### src/rtl/irq_stat_pkg.sv
package irq_stat_pkg;

  localparam int DW        = 8;
  localparam int CH_SRCS   = 8;
  localparam int CHIP_SRCS = 3;
  localparam int NUM_REGS  = 6;

  typedef enum int {
    SLOT_STAT_CH   = 0,
    SLOT_STAT_CHIP = 1,
    SLOT_EVT_CH    = 2,
    SLOT_EVT_CHIP  = 3,
    SLOT_MSK_CH    = 4,
    SLOT_MSK_CHIP  = 5
  } reg_slot_e;

  // Next event state: wipe dominates, then a fresh rise beats a W1C clear.
  function automatic logic [DW-1:0] evt_next(
    input logic [DW-1:0] ev,
    input logic [DW-1:0] rise,
    input logic [DW-1:0] w1c,
    input logic          wipe
  );
    if (wipe) return '0;
    return (ev & ~w1c) | rise;
  endfunction

  // Any unmasked event pending.
  function automatic logic pend_any(
    input logic [DW-1:0] ev,
    input logic [DW-1:0] msk
  );
    return |(ev & ~msk);
  endfunction

  // Zero-extend a narrow field to the register width.
  function automatic logic [DW-1:0] zpad3(input logic [CHIP_SRCS-1:0] v);
    return {{(DW-CHIP_SRCS){1'b0}}, v};
  endfunction

endpackage

### src/rtl/irq_edge_det.sv
module irq_edge_det #(
  parameter int W = 8
) (
  input  logic         clk,
  input  logic         rst_n,
  input  logic [W-1:0] d,
  output logic [W-1:0] q,
  output logic [W-1:0] rise
);

  for (genvar i = 0; i < W; i++) begin : g_bit
    always_ff @(posedge clk or negedge rst_n) begin
      if (!rst_n) q[i] <= 1'b0;
      else        q[i] <= d[i];
    end
    assign rise[i] = d[i] & ~q[i];
  end

endmodule

### src/rtl/irq_evt_bank.sv
module irq_evt_bank
  import irq_stat_pkg::*;
#(
  parameter int           W        = 8,
  parameter logic [W-1:0] MASK_RST = '1
) (
  input  logic         clk,
  input  logic         rst_n,
  input  logic [W-1:0] rise,
  input  logic         ev_wr,
  input  logic         msk_wr,
  input  logic [W-1:0] wdata,
  input  logic         reload,
  input  logic         wipe,
  output logic [W-1:0] ev_q,
  output logic [W-1:0] mask_q,
  output logic         pend
);

  logic [DW-1:0] w1c_ext;
  logic [DW-1:0] ev_nxt_ext;
  logic [W-1:0]  ev_nxt;
  logic [W-1:0]  mask_nxt;

  always_comb begin
    w1c_ext    = ev_wr ? DW'(wdata) : '0;
    ev_nxt_ext = evt_next(DW'(ev_q), DW'(rise), w1c_ext, wipe);
    ev_nxt     = ev_nxt_ext[W-1:0];
  end

  always_comb begin
    if (reload)      mask_nxt = MASK_RST;
    else if (msk_wr) mask_nxt = wdata;
    else             mask_nxt = mask_q;
  end

  always_ff @(posedge clk or negedge rst_n) begin
    if (!rst_n) begin
      ev_q   <= '0;
      mask_q <= MASK_RST;
    end else begin
      ev_q   <= ev_nxt;
      mask_q <= mask_nxt;
    end
  end

  assign pend = pend_any(DW'(ev_q), ~DW'(~mask_q));

endmodule

### src/rtl/irq_reg_rmux.sv
module irq_reg_rmux
  import irq_stat_pkg::*;
(
  input  logic [NUM_REGS-1:0]  hit,
  input  logic [CH_SRCS-1:0]   stat_ch,
  input  logic [CHIP_SRCS-1:0] stat_chip,
  input  logic [CH_SRCS-1:0]   ev_ch,
  input  logic [CHIP_SRCS-1:0] ev_chip,
  input  logic [CH_SRCS-1:0]   mask_ch,
  input  logic [CHIP_SRCS-1:0] mask_chip,
  output logic [DW-1:0]        rdata
);

  logic [DW-1:0] slot_val [NUM_REGS];

  always_comb begin
    slot_val[SLOT_STAT_CH]   = DW'(stat_ch);
    slot_val[SLOT_STAT_CHIP] = zpad3(stat_chip);
    slot_val[SLOT_EVT_CH]    = DW'(ev_ch);
    slot_val[SLOT_EVT_CHIP]  = zpad3(ev_chip);
    slot_val[SLOT_MSK_CH]    = DW'(mask_ch);
    slot_val[SLOT_MSK_CHIP]  = zpad3(mask_chip);
  end

  always_comb begin
    rdata = '0;
    for (int i = 0; i < NUM_REGS; i++) begin
      rdata = rdata | (slot_val[i] & {DW{hit[i]}});
    end
  end

endmodule

### src/rtl/irq_status_ctrl.sv
module irq_status_ctrl
  import irq_stat_pkg::*;
#(
  parameter int AW   = 8,
  parameter int BASE = 0
) (
  input  logic          clk,
  input  logic          rst_n,
  input  logic          chip_en,
  input  logic          ev_clr_on_ce,
  input  logic [1:0]    ch_oc,
  input  logic [1:0]    ch_ov,
  input  logic [1:0]    ch_uv,
  input  logic [1:0]    ch_pg,
  input  logic          temp_warn,
  input  logic          temp_crit,
  input  logic          vin_uvlo,
  input  logic [AW-1:0] reg_addr,
  input  logic          reg_wr,
  input  logic [DW-1:0] reg_wdata,
  output logic [DW-1:0] reg_rdata,
  output logic          irq_n
);

  // Named internal events, brought out for the checker.
  logic [CH_SRCS-1:0]   cond_ch, stat_ch, rise_ch, ev_ch, mask_ch;
  logic [CHIP_SRCS-1:0] cond_chip, stat_chip, rise_chip, ev_chip, mask_chip;
  logic                 ce_q, ce_rise, ev_wipe;
  logic                 pend_ch, pend_chip;
  logic [NUM_REGS-1:0]  hit;

  // Bit order of the channel bank is decoded by software: keep it fixed.
  assign cond_ch   = {ch_oc[1], ch_oc[0], ch_ov[1], ch_ov[0],
                      ch_uv[1], ch_uv[0], ch_pg[1], ch_pg[0]};
  assign cond_chip = {temp_warn, temp_crit, vin_uvlo};

  for (genvar s = 0; s < NUM_REGS; s++) begin : g_dec
    assign hit[s] = (reg_addr == AW'(BASE + s));
  end

  irq_edge_det #(.W(CH_SRCS)) u_ed_ch (
    .clk(clk), .rst_n(rst_n), .d(cond_ch), .q(stat_ch), .rise(rise_ch)
  );

  irq_edge_det #(.W(CHIP_SRCS)) u_ed_chip (
    .clk(clk), .rst_n(rst_n), .d(cond_chip), .q(stat_chip), .rise(rise_chip)
  );

  irq_edge_det #(.W(1)) u_ed_ce (
    .clk(clk), .rst_n(rst_n), .d(chip_en), .q(ce_q), .rise(ce_rise)
  );

  assign ev_wipe = ce_rise & ev_clr_on_ce;

  irq_evt_bank #(.W(CH_SRCS), .MASK_RST(8'hFF)) u_bank_ch (
    .clk(clk), .rst_n(rst_n), .rise(rise_ch),
    .ev_wr(reg_wr & hit[SLOT_EVT_CH]), .msk_wr(reg_wr & hit[SLOT_MSK_CH]),
    .wdata(reg_wdata[CH_SRCS-1:0]), .reload(ce_rise), .wipe(ev_wipe),
    .ev_q(ev_ch), .mask_q(mask_ch), .pend(pend_ch)
  );

  irq_evt_bank #(.W(CHIP_SRCS), .MASK_RST(3'h7)) u_bank_chip (
    .clk(clk), .rst_n(rst_n), .rise(rise_chip),
    .ev_wr(reg_wr & hit[SLOT_EVT_CHIP]), .msk_wr(reg_wr & hit[SLOT_MSK_CHIP]),
    .wdata(reg_wdata[CHIP_SRCS-1:0]), .reload(ce_rise), .wipe(ev_wipe),
    .ev_q(ev_chip), .mask_q(mask_chip), .pend(pend_chip)
  );

  irq_reg_rmux u_rmux (
    .hit(hit), .stat_ch(stat_ch), .stat_chip(stat_chip),
    .ev_ch(ev_ch), .ev_chip(ev_chip), .mask_ch(mask_ch), .mask_chip(mask_chip),
    .rdata(reg_rdata)
  );

  assign irq_n = ~(pend_ch | pend_chip);

  logic unused_ok;
  assign unused_ok = ce_q;

endmodule

### config.mk
export PLATFORM = sky130hd
export DESIGN_NAME = irq_status_ctrl
export DESIGN_NICKNAME = d
export VERILOG_FILES = /design/src/rtl/irq_stat_pkg.sv /design/src/rtl/irq_edge_det.sv /design/src/rtl/irq_evt_bank.sv /design/src/rtl/irq_reg_rmux.sv /design/src/rtl/irq_status_ctrl.sv
export SDC_FILE = /design/constraint.sdc
export NUM_CORES = 1
export LEC_CHECK = 0
export ABC_AREA = 1
export BUFFER_PORTS_ARGS = -buffer_cell sky130_fd_sc_hd__buf_2
export CORE_MARGIN = 3
export CORE_UTILIZATION = 60
export CTS_BUF_LIST = sky130_fd_sc_hd__clkbuf_8
export DETAILED_ROUTE_END_ITERATION = 6
export PLACE_DENSITY_LB_ADDON = 0.1
export SLEW_MARGIN = 30
export SYNTH_ARGS = -nofsm -noshare
export SYNTH_HDL_FRONTEND = slang
export SYNTH_SLANG_ARGS = --single-unit
### constraint.sdc
create_clock -name clk -period 2.7 [get_ports clk]
set_input_delay 0.135 -clock clk [delete_from_list [all_inputs] [get_ports clk]]
set_output_delay 0.135 -clock clk [all_outputs]
set_load 0.01 [all_outputs]
* After elaboration in Yosys (flattened, before gate mapping)
Index checks and enable logic that the tools add are counted.
** Word-level totals
- Register bits after elaboration :: 34
- Input bits :: 32
** Cells by class
- Bitwise gates (word level) :: 56
- Muxes and demuxes :: 10
- Reduce and logical (&&, ||, !) cells :: 5
- Equality and inequality tests :: 5
** Operators by type and width (count)
- $not A8 Y8 :: 6
- $or A8 B8 Y8 :: 6
- $and A8 B8 Y8 :: 5
- $mux W8 :: 5
- $and A3 B8 Y8 :: 4
- $and A1 B1 Y1 :: 17
- $eq A8 B2 Y1 const B :: 2
- $eq A8 B3 Y1 const B :: 2
- $reduce_or A8 Y1 :: 2
- $not A1 Y1 :: 13
- $mux W3 :: 4
- $eq A8 B1 Y1 const B :: 1
- $logic_not A8 Y1 :: 1
- $not A3 Y8 :: 1
- $reduce_bool A2 Y1 :: 2
- $and A3 B3 Y3 :: 1
- $not A3 Y3 :: 1
- $or A3 B3 Y3 :: 1
- $mux W1 :: 1
- $or A1 B1 Y1 :: 1

* Longest topological paths before layout
Gate-level depths: netlist of the first run.
- Depth after elaboration :: 7
- Gate-level depth with buffers :: 8

* Cells and area by module
Synthesis of the first run repeated with hierarchy kept, for this count alone.
** Unflattened totals
- Cells, all modules :: 251
- Area, all modules :: 1813.0 µm²
** By module, submodules not included
- irq_evt_bank at u_bank_ch :: times used 1, area each 710.7 µm², cells each 84, seq. area each 410.4 µm²
- irq_edge_det at u_ed_ch :: times used 1, area each 280.3 µm², cells each 24, seq. area each 200.2 µm²
- irq_evt_bank at u_bank_chip :: times used 1, area each 260.2 µm², cells each 31, seq. area each 153.9 µm²
- irq_reg_rmux :: times used 1, area each 257.7 µm², cells each 59, seq. area each 0.0 µm²
- irq_status_ctrl :: times used 1, area each 163.9 µm², cells each 41, seq. area each 0.0 µm²
- irq_edge_det at u_ed_chip :: times used 1, area each 105.1 µm², cells each 9, seq. area each 75.1 µm²
- irq_edge_det at u_ed_ce :: times used 1, area each 35.0 µm², cells each 3, seq. area each 25.0 µm²

* Least setup slack after synthesis of the first run
Ideal clock, no wire load.
- Path kind :: flip-flop to output port
- From :: reg u_bank_ch.mask_q[6]
- To :: out irq_n
- Data required time :: 2.565 ns
- Arrival :: 1.001 ns
- Cell stages (with the launch flop) :: 5
- Slack :: 1.564 ns
- Cells stage by stage :: dfstp_2 > inv_1 > nand2_1 > nand4_1 > nor3_1
** Between the ends
- Word-level cells in the longest chain between the ends :: 7
** Ends and longest elaborated chain
- start, declared :: line irq_evt_bank.sv:16 : output logic [W-1:0] mask_q,
- start signal, assigned :: line irq_evt_bank.sv:43 : mask_q <= mask_nxt;
- $not A8 Y8 (2 in series) :: line irq_evt_bank.sv:47 : assign pend = pend_any(DW'(ev_q), ~DW'(~mask_q));
- $not A8 Y8 :: line irq_stat_pkg.sv:33 : return |(ev & ~msk);
- $and A8 B8 Y8 :: line irq_stat_pkg.sv:33
- $reduce_or A8 Y1 :: line irq_stat_pkg.sv:33
- $or A1 B1 Y1 :: line irq_status_ctrl.sv:75 : assign irq_n = ~(pend_ch | pend_chip);
- $not A1 Y1 :: line irq_status_ctrl.sv:75
- end, declared :: line irq_status_ctrl.sv:22 : output logic irq_n
No other way between the ends.

* Worst setup path in the final report of the first run
- From :: in chip_en
- To :: reg u_bank_ch.ev_q[0]
** Between the ends
- Word-level cells in the longest chain between the ends :: 4
** Ends and longest elaborated chain
- start, declared :: line irq_status_ctrl.sv:9 : input logic chip_en,
- $and A1 B1 Y1 :: line irq_edge_det.sv:16 : assign rise[i] = d[i] & ~q[i];
- $and A1 B1 Y1 :: line irq_status_ctrl.sv:53 : assign ev_wipe = ce_rise & ev_clr_on_ce;
- $mux W1 :: line irq_stat_pkg.sv:24 : if (wipe) return '0;
- $mux W8 :: line irq_stat_pkg.sv:25 : return (ev & ~w1c) | rise;
- via u_bank_ch.ev_nxt[0] :: line irq_evt_bank.sv:22 : logic [W-1:0] ev_nxt;
- end signal, assigned :: line irq_evt_bank.sv:42 : ev_q <= ev_nxt;
- end, declared :: line irq_evt_bank.sv:15 : output logic [W-1:0] ev_q,
The timed path passes the listed nets, and every way through them passes these cells.
A chain may end at the register's enable or synchronous reset.

==> metrics.log, run 1 <==
INFO  metric synth_seq_area_share = 45.8%
INFO  metric sequentialPowerShare = 48.5%
INFO  metric worst_setup_path_start_kind = primary input
INFO  metric seqCellArea = 865 sq um
INFO  metric mappedNetlistNets = about 260
INFO  metric hold_class = primary input to register
INFO  metric timing.fmax = 0.556 GHz
INFO  metric fin_worst_skew = 0.00318 ns
INFO  metric ys_ff_latch = 34
INFO  metric worstMarginPinSlew = 0.874 ns
INFO  metric finalNetCount = 318
INFO  metric ys_types = 28
INFO  metric port_buffers = 40
INFO  metric layout.cell_area.non_filler = between 2000 and 2500 sq um
INFO  metric routabilityCongestion = 0.815
INFO  metric synthesis.yosys.warnings = 0
INFO  metric worstPathCellList = dlygate4sd3_1 > buf_2 > inv_1 > nor2_4 > inv_2 > nor2_1 > a21oi_1
INFO  metric floorplan.rows = 19
INFO  metric share_of_the_clock_period_used_by_the_worst_path_after_layout = around two thirds
INFO  metric cts_tree = done
INFO  metric setup_violations_final = 0
INFO  metric combinationalPowerShare = 15.5%
INFO  metric clkTransAtPathRegs = 0.07 ns
INFO  metric path_delay_family = simple AND/OR/NAND/NOR gates
INFO  metric post_route_cells_drive_above_1_share = approximately a third
INFO  metric cts.htree.levels = 2
INFO  metric multiInputGateArea = ~850 sq um
INFO  metric sw_frac_of_total = 26.1%
INFO  metric worst_skew_pair_later_pin_latency = roughly 0.28 ns
INFO  metric syn_inst_count = 230
INFO  metric via_per_inst = 4.96
INFO  metric netlist_area = approximately 1900 sq um
INFO  metric vias_in_the_first_global_route = 1,551
INFO  metric grt_max_degree = 35
INFO  metric core_area = 2880 sq um
INFO  metric inserted_diodes = 0
INFO  metric route.detailed.wl_per_inst = 12.6 um
INFO  metric critical_path_class = primary input to register
INFO  metric grt_setup_unrepaired = no
INFO  metric peak_supply_drop = 0.464 mV
INFO  metric synth_top_area_share = 30.5%
INFO  metric cp.required = around 2.8 ns
INFO  metric clkSinkCount = 34
INFO  metric post_cts.resized_instances = 0
INFO  metric cts_made_buffers = 5
INFO  metric crit_slowest_cell = nor2_1
INFO  metric period_minus_slack = 1.80 ns
INFO  metric crit_path_max_fanout = 11
INFO  metric die_area = 3860 sq um
INFO  metric detailroute.via_count = 1,632
INFO  metric netlist_top_cells_area = dfrtp_1 30%, dfstp_2 15%, nand2_1 15%, inv_1 6.2%, o21ai_2 3.7%
INFO  metric gr-total-overflow = 0
INFO  metric floorplan.initialDensity = approximately 66%
INFO  metric hold_ws = 0.137 ns
INFO  metric finalPower = between 1 and 1.5 mW
INFO  metric synthDominantAreaCellType = dfrtp_1
INFO  metric die_w = 62.1 um
INFO  metric fill_cell_instance_count_of_the_final_layout = 211
INFO  metric max-slew-margin-rel = 41.5%
INFO  metric detailedPlace.worstSlack = ~1.1 ns
INFO  metric power.static_leakage = ~1.2 nW
INFO  metric track_usage = between 20% and 30%
INFO  metric outcome = finished, final reports clean
INFO  metric p_sw = 0.328 mW
INFO  metric detailed_place.area = ~2100 sq um
INFO  metric hpwl = ~2.8 mm
INFO  metric p_per_area = 538 nW/um^2
INFO  metric drt.antenna.violating_nets = 0
INFO  metric grt_pass1_wl = ~7 mm
INFO  metric drt_wl_total = a little over 4 mm
INFO  metric cellInternalPower = just over 0.9 mW
INFO  metric endpoint_kind = register
INFO  metric clockBufferDepth = 2
INFO  metric slew_viol_final = 0
INFO  metric setup_ws = between 0.9 and 1 ns
INFO  metric slowest_delay = just under 0.7 ns
INFO  metric max-cap-violations = 0
INFO  metric power_frac_clock = 35.9%
INFO  metric drtIter0Drc = 67
INFO  metric totalNegativeSetupSlack = 0 ns
INFO  metric area_delta_synth_final = 23.8%
INFO  metric io_pins = roughly 40
INFO  metric avgSynthCellArea = 8.21 sq um
INFO  metric worst-path-buf-inv = 4
INFO  metric root_buf_cell = clkbuf_8
INFO  metric detail_route.first_pass.iterations = 5
INFO  metric cp_data_arrival_time = between 1.5 and 2 ns
INFO  metric die_y = 62.1 um
INFO  metric hold_viol = 0
INFO  metric route.detailed.drc = 0
INFO  metric antenna_found_initial = 0
-- final cells by class --
class	count	share of cell area, %
Clock buffer	5	2.94
Clock inverter	3	1.71
Inverter	34	5.51
Multi-Input combinational cell	158	36.5
Sequential cell	34	37.0
Tap cell	42	2.25
Timing Repair Buffer	53	14.1
-- registers in the layout, indices dropped and copies added (netlist names) --
register,count
u_bank_ch.mask_q,8
u_ed_chip.q,3
u_ed_ch.q,8
u_ed_ce.q,1
u_bank_ch.ev_q,8
u_bank_chip.ev_q,3
u_bank_chip.mask_q,3
-- cell usage after synthesis --
cell type	instances
buf_12	1
o21ai_1	3
or2_2	3
o22ai_1	1
nand2_1	77
clkinv_2	1
buf_2	2
nand3_1	10
nor3_1	1
nor2_2	4
nand2_2	8
nor2_4	4
dfrtp_1	23
buf_6	1
nand3_2	6
dfstp_2	11
a21oi_1	11
inv_1	31
o211ai_1	5
o21ai_0	5
nand2_4	1
o21ai_2	8
nor2_8	1
nand2_8	1
inv_2	2
nor3_4	1
nand4_1	2
nor2_1	6
-- worst paths after layout --
kind,slack (ns),to,start,depth (start not counted)
setup reg to reg,1.01,u_bank_ch.ev_q[0],u_ed_ce.q,4
min in group asynchronous,0.46,u_ed_chip.q[0],rst_n,2
hold reg to reg,0.50,u_bank_chip.mask_q[0],u_bank_chip.mask_q[0],2
setup / recovery,0.90,u_bank_ch.ev_q[0],chip_en,7
hold / removal,0.14,u_bank_ch.mask_q[7],reg_wdata[7],3
max in group asynchronous,1.78,u_bank_ch.ev_q[0],rst_n,2
-- power by group through the flow --
| stage | logic [mW] | clock network, mW | registers [mW] |
|---|---|---|---|
| global placement | 0.175 | 0 | 0.617 |
| global route | 0.219 | 0.485 | 0.616 |
| CTS | 0.196 | 0.458 | 0.610 |
| floorplan | 0.119 | 0 | 0.611 |
| detailed placement | 0.179 | 0 | 0.618 |
| finish | 0.195 | 0.452 | 0.611 |
-- timing repair --
action / 4_1_cts / 5_1_grt
hold endpoints to repair: 35 / 0
hold buffers: 13 / 0
buffers inserted: 0 / 0
-- per-stage QoR --
stage | instances | utilization [%]
2_1_floorplan | 230 | -
3_3_place_gp | 308 | 73.0
3_5_place_dp | 308 | 73.0
4_1_cts | 329 | 81.3
5_1_grt | 329 | 81.3
6_report | 329 | 81.3
-- worst reg2reg max path, stage by stage (launching register included) --
cell	delay, ns
dfrtp_1	0.40
nor2_4	0.21
inv_2	0.11
nor2_1	0.68
a21oi_1	0.13
-- metal layers --
| metal | vias up | GRT usage [%] | share of wire [%] |
|---|---|---|---|
| met4 | 0 | 6.91 | 1.2 |
| met2 | 48 | 38.8 | 48 |
| li1 | 831 | - | - |
| met5 | - | 0 | 0 |
| met1 | 746 | 28.5 | 45 |
| met3 | 7 | 6.85 | 5.4 |
-- cells by family (layout without fill, tap and decap cells) --
family / after synthesis / in the layout / share of synthesized area [%]
buffers and inverters: 38 / 95 / 9.01
AO/OA/AOI/OAI: 33 / 33 / 11.1
flip-flops: 34 / 34 / 45.8
AND/OR/NAND/NOR: 125 / 125 / 34.2
-- layout by cell type (no fill, tap or decap), types with 5 or more instances in the layout --
cell type / synthesis / final
a21oi_1: 11 / 11
buf_2: 2 / 40
clkbuf_8: 0 / 5
dfrtp_1: 23 / 23
dfstp_2: 11 / 11
dlygate4sd3_1: 0 / 13
inv_1: 31 / 31
nand2_1: 77 / 77
nand2_2: 8 / 8
nand3_1: 10 / 10
nand3_2: 6 / 6
nor2_1: 6 / 6
o211ai_1: 5 / 5
o21ai_0: 5 / 5
o21ai_2: 8 / 8
(Power assumes the default switching activity.)
==> run 2: changes to the inputs <==
Settings changed: ABC_AREA 1 to 0, CORE_UTILIZATION 60 to 55.
Clock period 2.7 ns to 1.9 ns, I/O delays scaled along.
==> run 2 against run 1 <==
First-iteration DRC count is 140% higher. Total power is 25% higher. Count of clock-buffer cells in the layout is 1 higher. Via count is 3.6% lower. Sequential power is 31% higher. Die area is 0.21% lower. Cell count is 16% lower. Synthesized cell count is 23% lower. Register-to-register slack worse by 0.31 ns. Global-route usage is 1.6 points higher. Largest cell class unchanged.
==> metrics.log, run 2 <==
INFO  metric drt.antenna.violating_nets = 0 (unchanged)
INFO  metric grt_setup_unrepaired = yes
INFO  metric worst_skew_pair_later_pin_latency = 0.29 ns (about the same)
INFO  metric worst-r2r-setup-slack = 0.70 ns (-0.31 ns)
INFO  metric via_per_inst = 5.66 (+14%)
INFO  metric layout.cells.most_common = buf_2
INFO  metric worstPathCellList = nor2b_2 > a2111oi_4 > o2111ai_2 > a211oi_2 > buf_2
INFO  metric netlist_top_cells_area = dfrtp_1 33%, dfstp_2 17%, nand2_1 5.0%, a21oi_1 4.9%, nand2b_1 4.7%
INFO  metric setup_violations_final = 0 (unchanged)
INFO  metric layout.cell_area.non_filler = 2240 sq um (-4.3%)
INFO  metric netlist_area = 1730 sq um (-8.5%)
INFO  metric synthDominantAreaCellType = dfrtp_1
INFO  metric hold_ws = 0.0633 ns (-0.0735 ns)
INFO  metric detailed_place.area = 1970 sq um (-6.0%)
INFO  metric synth_seq_area_share = 50.0% (+4.3 points)
INFO  metric avgSynthCellArea = 9.71 sq um (+18%)
INFO  metric finalNetCount = 267 (-16%)
INFO  metric endpoint_kind = primary output
INFO  metric area_delta_synth_final = 29.5%
INFO  metric inserted_diodes = 0 (unchanged)
INFO  metric dominantRegCellSynth = dfrtp_1
INFO  metric registers_with_the_most_flip_flops = u_bank_ch.ev_q: 8 flops, u_bank_ch.mask_q: 8 flops, u_ed_ch.q: 8 flops
INFO  metric slew_viol_final = 0 (unchanged)
INFO  metric route.detailed.wl_per_inst = 15.5 um (+23%)
INFO  metric asyncSetResetFlopFracSynth = 100% (unchanged)
INFO  metric crit_slowest_cell = dfstp_2
INFO  metric cts_made_buffers = 5 (unchanged)
INFO  metric antenna_found_initial = 0 (unchanged)
INFO  metric outcome = finished, final reports clean
INFO  metric grt_max_degree = 35 (unchanged)
INFO  metric io_pins = 41 (unchanged)
INFO  metric slowest_delay = 0.55 ns (-0.13 ns)
INFO  metric cts_setup_buffers = 0 (unchanged)
INFO  metric detail_route.first_pass.iterations = 4 (-1)
INFO  metric hold_class = primary input to register
INFO  metric share_of_the_clock_period_used_by_the_worst_path_after_layout = around 99%
INFO  metric hpwl = 2.92 mm (+4.9%)
INFO  metric syn_inst_count = 178 (-23%)
INFO  metric floorplan.initialDensity = 60.1% (-5.6 points)
INFO  metric synth-edff-count = 0 (unchanged)
INFO  metric grt_pass1_wl = 6.67 mm (-4.7%)
INFO  metric clkTransAtPathRegs = 0.07 ns (about the same)
INFO  metric gr-total-overflow = 0 (unchanged)
INFO  metric vias_in_the_first_global_route = 1,484 (-4.3%)
INFO  metric synth.top_cells.by_count = 23 x dfrtp_1, 23 x nand2_1, 17 x a21oi_1
INFO  metric ys_ff_latch = 34 (unchanged)
INFO  metric post_route_cells_drive_above_1_share = 34.7% (+0.25 points)
INFO  metric path_delay_family = compound AO/OA/AOI/OAI gates
INFO  metric hold_viol = 0 (unchanged)
INFO  metric period_minus_slack = about 1.9 ns
INFO  metric max-slew-margin-rel = 51.0% (+9.5 points)
INFO  metric timing.fmax = 0.529 GHz
INFO  metric final_cell_mix = 40 x buf_2, 23 x nand2_1, 23 x dfrtp_1, 17 x a21oi_1
INFO  metric die_y = 62.1 um (-0.10%)
INFO  metric synthesis.yosys.warnings = 0 (unchanged)
INFO  metric drtIter0Drc = 162 (+140%)
INFO  metric floorplan.rows = 19 (unchanged)
INFO  metric clockBufferDepth = 2 (unchanged)
INFO  metric mappedNetlistNets = 210 (-20%)
INFO  metric route.detailed.drc = 0 (unchanged)
INFO  metric synth_top_area_share = 33.3% (+2.8 points)
INFO  metric ys_types = 34 (+21%)
INFO  metric detailroute.via_count = 1,573 (-3.6%)
INFO  metric worst_setup_path_start_kind = register
INFO  metric max-cap-violations = 0 (unchanged)
INFO  metric core_area = 2880 sq um (unchanged)
INFO  metric port_buffers = 40 (unchanged)
INFO  metric clkSinkCount = 34 (unchanged)
INFO  metric cp_data_arrival_time = 1.79 ns (-0.12 ns)
INFO  metric worstMarginPinSlew = 0.735 ns (-0.139 ns)
INFO  metric cts.htree.levels = 2 (unchanged)
INFO  metric die_w = 62.1 um (-0.10%)
INFO  metric worst-path-buf-inv = 1 (-3)
INFO  metric crit_path_max_fanout = 3 (-8)
INFO  metric drt_wl_total = 4.31 mm (+4.1%)
INFO  metric peak_supply_drop = 0.600 mV (+29%)
INFO  metric critical_path_class = register to primary output
INFO  metric track_usage = 24.6% (+1.6 points)
INFO  metric root_buf_cell = clkbuf_8
INFO  metric cts_tree = done
INFO  metric p_per_area = 702 nW/um^2 (+30%)
INFO  metric routabilityCongestion = 0.922 (+13%)
INFO  metric cp.required = 1.80 ns (-1.02 ns)
INFO  metric die_area = 3850 sq um (-0.21%)
INFO  metric fin_worst_skew = 0.00376 ns (+0.000576 ns)
INFO  metric power.static_leakage = 1.06 nW (-12%)
==> run 2: cell count changes after synthesis, sizes merged, moves of 5 or more <==
cell    previous run  this run
nand2b             0        13
nand2             87        23
a21oi             11        17
nor3b              0         5
a222oi             0         5
nor2b              0         5
mux2               0         7
nor2              15         2
inv               33        11
==> run 2: per-stage QoR <==
step           power (mW)  setup WS, ns  util [%]  TNS, ns  instances
3_5_place_dp        0.991        0.0854      68.6        0        257
5_1_grt              1.64       -0.0872      77.8  -0.0872        278
6_report             1.57        0.0106      77.8        0        278
4_1_cts              1.57       0.00169      76.7        0        278
2_1_floorplan       0.904         0.425         -        0        178
3_3_place_gp        0.983         0.153      68.6        0        257
==> run 2: cells by family after synthesis <==
kind of cell	synth area share (%)
AOI/OAI and AO/OA	15.9
DFF	50.0
and+or+nand+nor	24.2
muxes	4.56
buffers and inverters	5.36
==> run 2: worst min-delay path: stages <==
cell and delay [ns]:
buf_2 0.10, nand3_1 0.07, nand3_1 0.08
==> run 2: routing by layer <==
metal  up-vias  track usage, %  part of all wire (%)
li1        748               -                     -
met1       746            32.7                    44
met2        74            39.5                    47
met3         5            5.58                   7.7
met4         0            8.48                  0.93
met5         -               0                     0
==> run 2: layout make-up <==
| cell class | count | area [sq um] |
|---|---|---|
| Clock inverter | 2 | 12.5 |
| Clock buffer | 6 | 82.6 |
| Multi-Input combinational cell | 124 | 810 |
| Tap cell | 42 | 52.6 |
| Sequential cell | 34 | 865 |
| Inverter | 11 | 41.3 |
| Fill cell | 213 | 638 |
| Timing Repair Buffer | 59 | 375 |
==> run 2: path summary, 6_finish.rpt <==
path,from,end,cells past startpoint
min reg2reg,u_bank_ch.mask_q[6],u_bank_ch.mask_q[6],2
min in group asynchronous,rst_n,u_ed_ch.q[2],2
max reg2reg,u_ed_ce.q,u_bank_chip.ev_q[1],3
min,reg_wdata[6],u_bank_ch.mask_q[6],3
max,u_bank_ch.mask_q[1],irq_n,5
max in group asynchronous,rst_n,u_bank_ch.ev_q[3],2
==> run 2: where the power goes <==
group          switching (mW)  leakage (nW)  internal [mW]  total (mW)
clock network           0.269        0.0472          0.291       0.560
logic                   0.104         0.634          0.103       0.207
registers              0.0324         0.377          0.770       0.803
total                   0.406          1.06           1.16        1.57
==> run 2: timing repair <==
action	CTS	global route
setup endpoints to repair	1	2
pin swaps	0	3
hold endpoints to repair	35	0
hold buffers	13	0
resized for setup	2	6
==> run 3: changes to the inputs <==
Settings changed: CORE_ASPECT_RATIO set to 0.6, TNS_END_PERCENT set to 5.
==> run 3 against run 2 <==
The run now ends with setup timing left. Cell area is 0.50% higher. Count of clock-buffer cells in the layout unchanged. Total power is 8.4% higher. Critical endpoint unchanged.
==> metrics.log, run 3 (synthesis gave the netlist of run 2 again) <==
INFO  metric p_sw = 0.408 mW (+0.49%)
INFO  metric detailedPlace.worstSlack = 0.175 ns (+0.0896 ns)
INFO  metric grt_pass1_wl = 7.90 mm (+18%)
INFO  metric io_pins = 41 (unchanged)
INFO  metric timing.fmax = 0.524 GHz (-0.98%)
INFO  metric power.static_leakage = 1.06 nW (+0.61%)
INFO  metric drtIter0Drc = 120 (-26%)
INFO  metric detailed_place.area = 1980 sq um (+0.38%)
INFO  metric track_usage = 27.0% (+2.4 points)
INFO  metric core_area = 2930 sq um (+1.8%)
INFO  metric share_of_the_clock_period_used_by_the_worst_path_after_layout = 100% (+0.98 points)
INFO  metric clockBufferDepth = 2 (unchanged)
INFO  metric cts.htree.levels = 2 (unchanged)
INFO  metric fin_worst_skew = 0.00463 ns (+0.000870 ns)
INFO  metric antenna_found_initial = 0 (unchanged)
INFO  metric failed_checks = setup timing
INFO  metric finalNetCount = 268 (+0.37%)
INFO  metric post_route_cells_drive_above_1_share = 33.8% (-0.99 points)
INFO  metric slowest_delay = 0.55 ns (about the same)
INFO  metric clkSinkCount = 34 (unchanged)
INFO  metric fin_util = 76.8% (-0.98 points)
INFO  metric cts_tree = done
INFO  metric route.detailed.drc = 0 (unchanged)
INFO  metric power_frac_clock = 40.3% (+4.6 points)
INFO  metric grt_max_degree = 35 (unchanged)
INFO  metric drt_wl_total = 4.96 mm (+15%)
INFO  metric min_delay_path_depth = 3 (unchanged)
INFO  metric critical_path_class = register to primary output
INFO  metric layout.cells.most_common = buf_2
INFO  metric gr-total-overflow = 0 (unchanged)
INFO  metric period_minus_slack = 1.91 ns (+0.0186 ns)
INFO  metric combinationalPowerShare = 12.3% (-0.9 points)
INFO  metric die_area = 3870 sq um (+0.57%)
INFO  metric final_cell_mix = 40 x buf_2, 23 x nand2_1, 23 x dfrtp_1, 17 x a21oi_1
INFO  metric via_per_inst = 5.92 (+4.6%)
INFO  metric hpwl = 3.35 mm (+15%)
INFO  metric detailroute.via_count = 1,652 (+5.0%)
INFO  metric registers_with_the_most_flip_flops = u_bank_ch.ev_q: 8 flops, u_bank_ch.mask_q: 8 flops, u_ed_ch.q: 8 flops
INFO  metric port_buffers = 40 (unchanged)
INFO  metric area_delta_synth_final = 30.2%
INFO  metric worstPathCellList = nor2b_2 > a2111oi_4 > o2111ai_1 > a211oi_1 > buf_2
INFO  metric clkTransAtPathRegs = 0.07 ns (about the same)
INFO  metric hold_class = primary input to register
INFO  metric cts_setup_buffers = 0 (unchanged)
INFO  metric cp_data_arrival_time = 1.81 ns (+0.02 ns)
INFO  metric setup_violations_final = 1 (+1)
INFO  metric p_per_area = 757 nW/um^2 (+7.9%)
INFO  metric floorplan.rows = 15 (-4)
INFO  metric max-cap-violations = 0 (unchanged)
INFO  metric worst_skew_pair_later_pin_latency = 0.29 ns (about the same)
INFO  metric worst-path-buf-inv = 1 (unchanged)
INFO  metric worstMarginPinSlew = 0.759 ns (+0.0239 ns)
INFO  metric peak_supply_drop = 0.512 mV (-15%)
INFO  metric cellInternalPower = 1.29 mW (+11%)
INFO  metric endpoint_kind = primary output
INFO  metric worst_setup_path_start_kind = register
INFO  metric crit_slowest_cell = dfstp_2
INFO  metric routabilityCongestion = 0.863 (-6.4%)
INFO  metric path_delay_family = compound AO/OA/AOI/OAI gates
INFO  metric route.detailed.wl_per_inst = 17.8 um (+15%)
INFO  metric max-slew-margin-rel = 49.4% (-1.6 points)
INFO  metric root_buf_cell = clkbuf_8
INFO  metric die_w = 78.4 um (+26%)
INFO  metric grt_setup_unrepaired = yes
INFO  metric die_y = 49.4 um (-20%)
INFO  metric vias_in_the_first_global_route = 1,652 (+11%)
INFO  metric hold_viol = 0 (unchanged)
INFO  metric detail_route.first_pass.iterations = 5 (+1)
INFO  metric inserted_diodes = 0 (unchanged)
INFO  metric sw_frac_of_total = 24.0% (-1.9 points)
INFO  metric fill_cell_instance_count_of_the_final_layout = 216 (+1.4%)
INFO  metric finalPower = 1.70 mW (+8.4%)
INFO  metric hold_ws = 0.0662 ns (+0.00296 ns)
INFO  metric slew_viol_final = 0 (unchanged)
INFO  metric cts_made_buffers = 5 (unchanged)
INFO  metric layout.cell_area.non_filler = 2250 sq um (+0.50%)
INFO  metric outcome = finished with violations
INFO  metric cp_num_cells = 5 (unchanged)
INFO  metric timing.reg2reg.worst_path_depth = 3 (unchanged)
INFO  metric setup_ws = -0.00803 ns (-0.0186 ns)
INFO  metric drt.antenna.violating_nets = 0 (unchanged)
INFO  metric crit_path_max_fanout = 3 (unchanged)
INFO  metric cp.required = 1.80 ns (about the same)
INFO  metric sequentialPowerShare = 47.4% (-3.7 points)
INFO  metric floorplan.initialDensity = 59.0% (-1.1 points)
-- run 3: path summary, 6_finish.rpt --
check	slack (ns)	end	from
worst min-delay path	0.07	u_bank_ch.mask_q[6]	reg_wdata[6]
max in group asynchronous	0.98	u_bank_chip.ev_q[1]	rst_n
min in group asynchronous	0.44	u_bank_ch.ev_q[3]	rst_n
worst max register to register	0.53	u_bank_chip.ev_q[1]	u_ed_ce.q
worst max-delay path	-0.008	irq_n	u_bank_ch.mask_q[1]
worst min register to register	0.50	u_bank_ch.mask_q[1]	u_bank_ch.mask_q[1]
-- run 3: layer usage --
| layer | track usage, % | part of all wire, % | up-vias |
|---|---|---|---|
| li1 | - | - | 749 |
| met1 | 36.1 | 43 | 775 |
| met2 | 43.8 | 46 | 107 |
| met3 | 6.09 | 8.6 | 21 |
| met4 | 9.01 | 2.6 | 0 |
| met5 | 0 | 0 | - |
-- run 3: stage by stage --
stage / cells / TNS, ns
finish: 279 / -0.00803
global route: 279 / -0.0446
CTS: 279 / 0
detailed placement: 258 / 0
global placement: 258 / 0
floorplan: 178 / 0
-- run 3: worst register-to-register path, delay by kind of cell, from the launching register on --
family	cells	cell delay [ns]
AO/OA/AOI/OAI	1	0.10
flip-flops	1	0.37
AND/OR/NAND/NOR	2	0.75
-- run 3: what timing repair did --
| action | in CTS | in global routing |
|---|---|---|
| pin swaps | 0 | 3 |
| gates resized for setup | 1 | 4 |
| hold endpoints to repair | 35 | 0 |
| hold buffers | 13 | 0 |
| setup endpoints to repair | 1 | 1 |
-- run 3: final cells by class --
cell class	count	area, sq um	share of cell area [%]
clock inverter	2	33.8	1.50
sequential	34	865	38.4
multi-input combinational	124	792	35.2
inverter	11	41.3	1.84
tap	42	52.6	2.34
clock buffer	6	82.6	3.67
timing repair buffer	60	383	17.0
-- run 3: power by group through the flow --
stage | Sequential, mW | Combinational [mW] | Clock, mW
2_1_floorplan | 0.801 | 0.103 | 0
3_3_place_gp | 0.811 | 0.175 | 0
3_5_place_dp | 0.814 | 0.183 | 0
4_1_cts | 0.801 | 0.205 | 0.690
5_1_grt | 0.810 | 0.232 | 0.731
6_report | 0.806 | 0.209 | 0.687
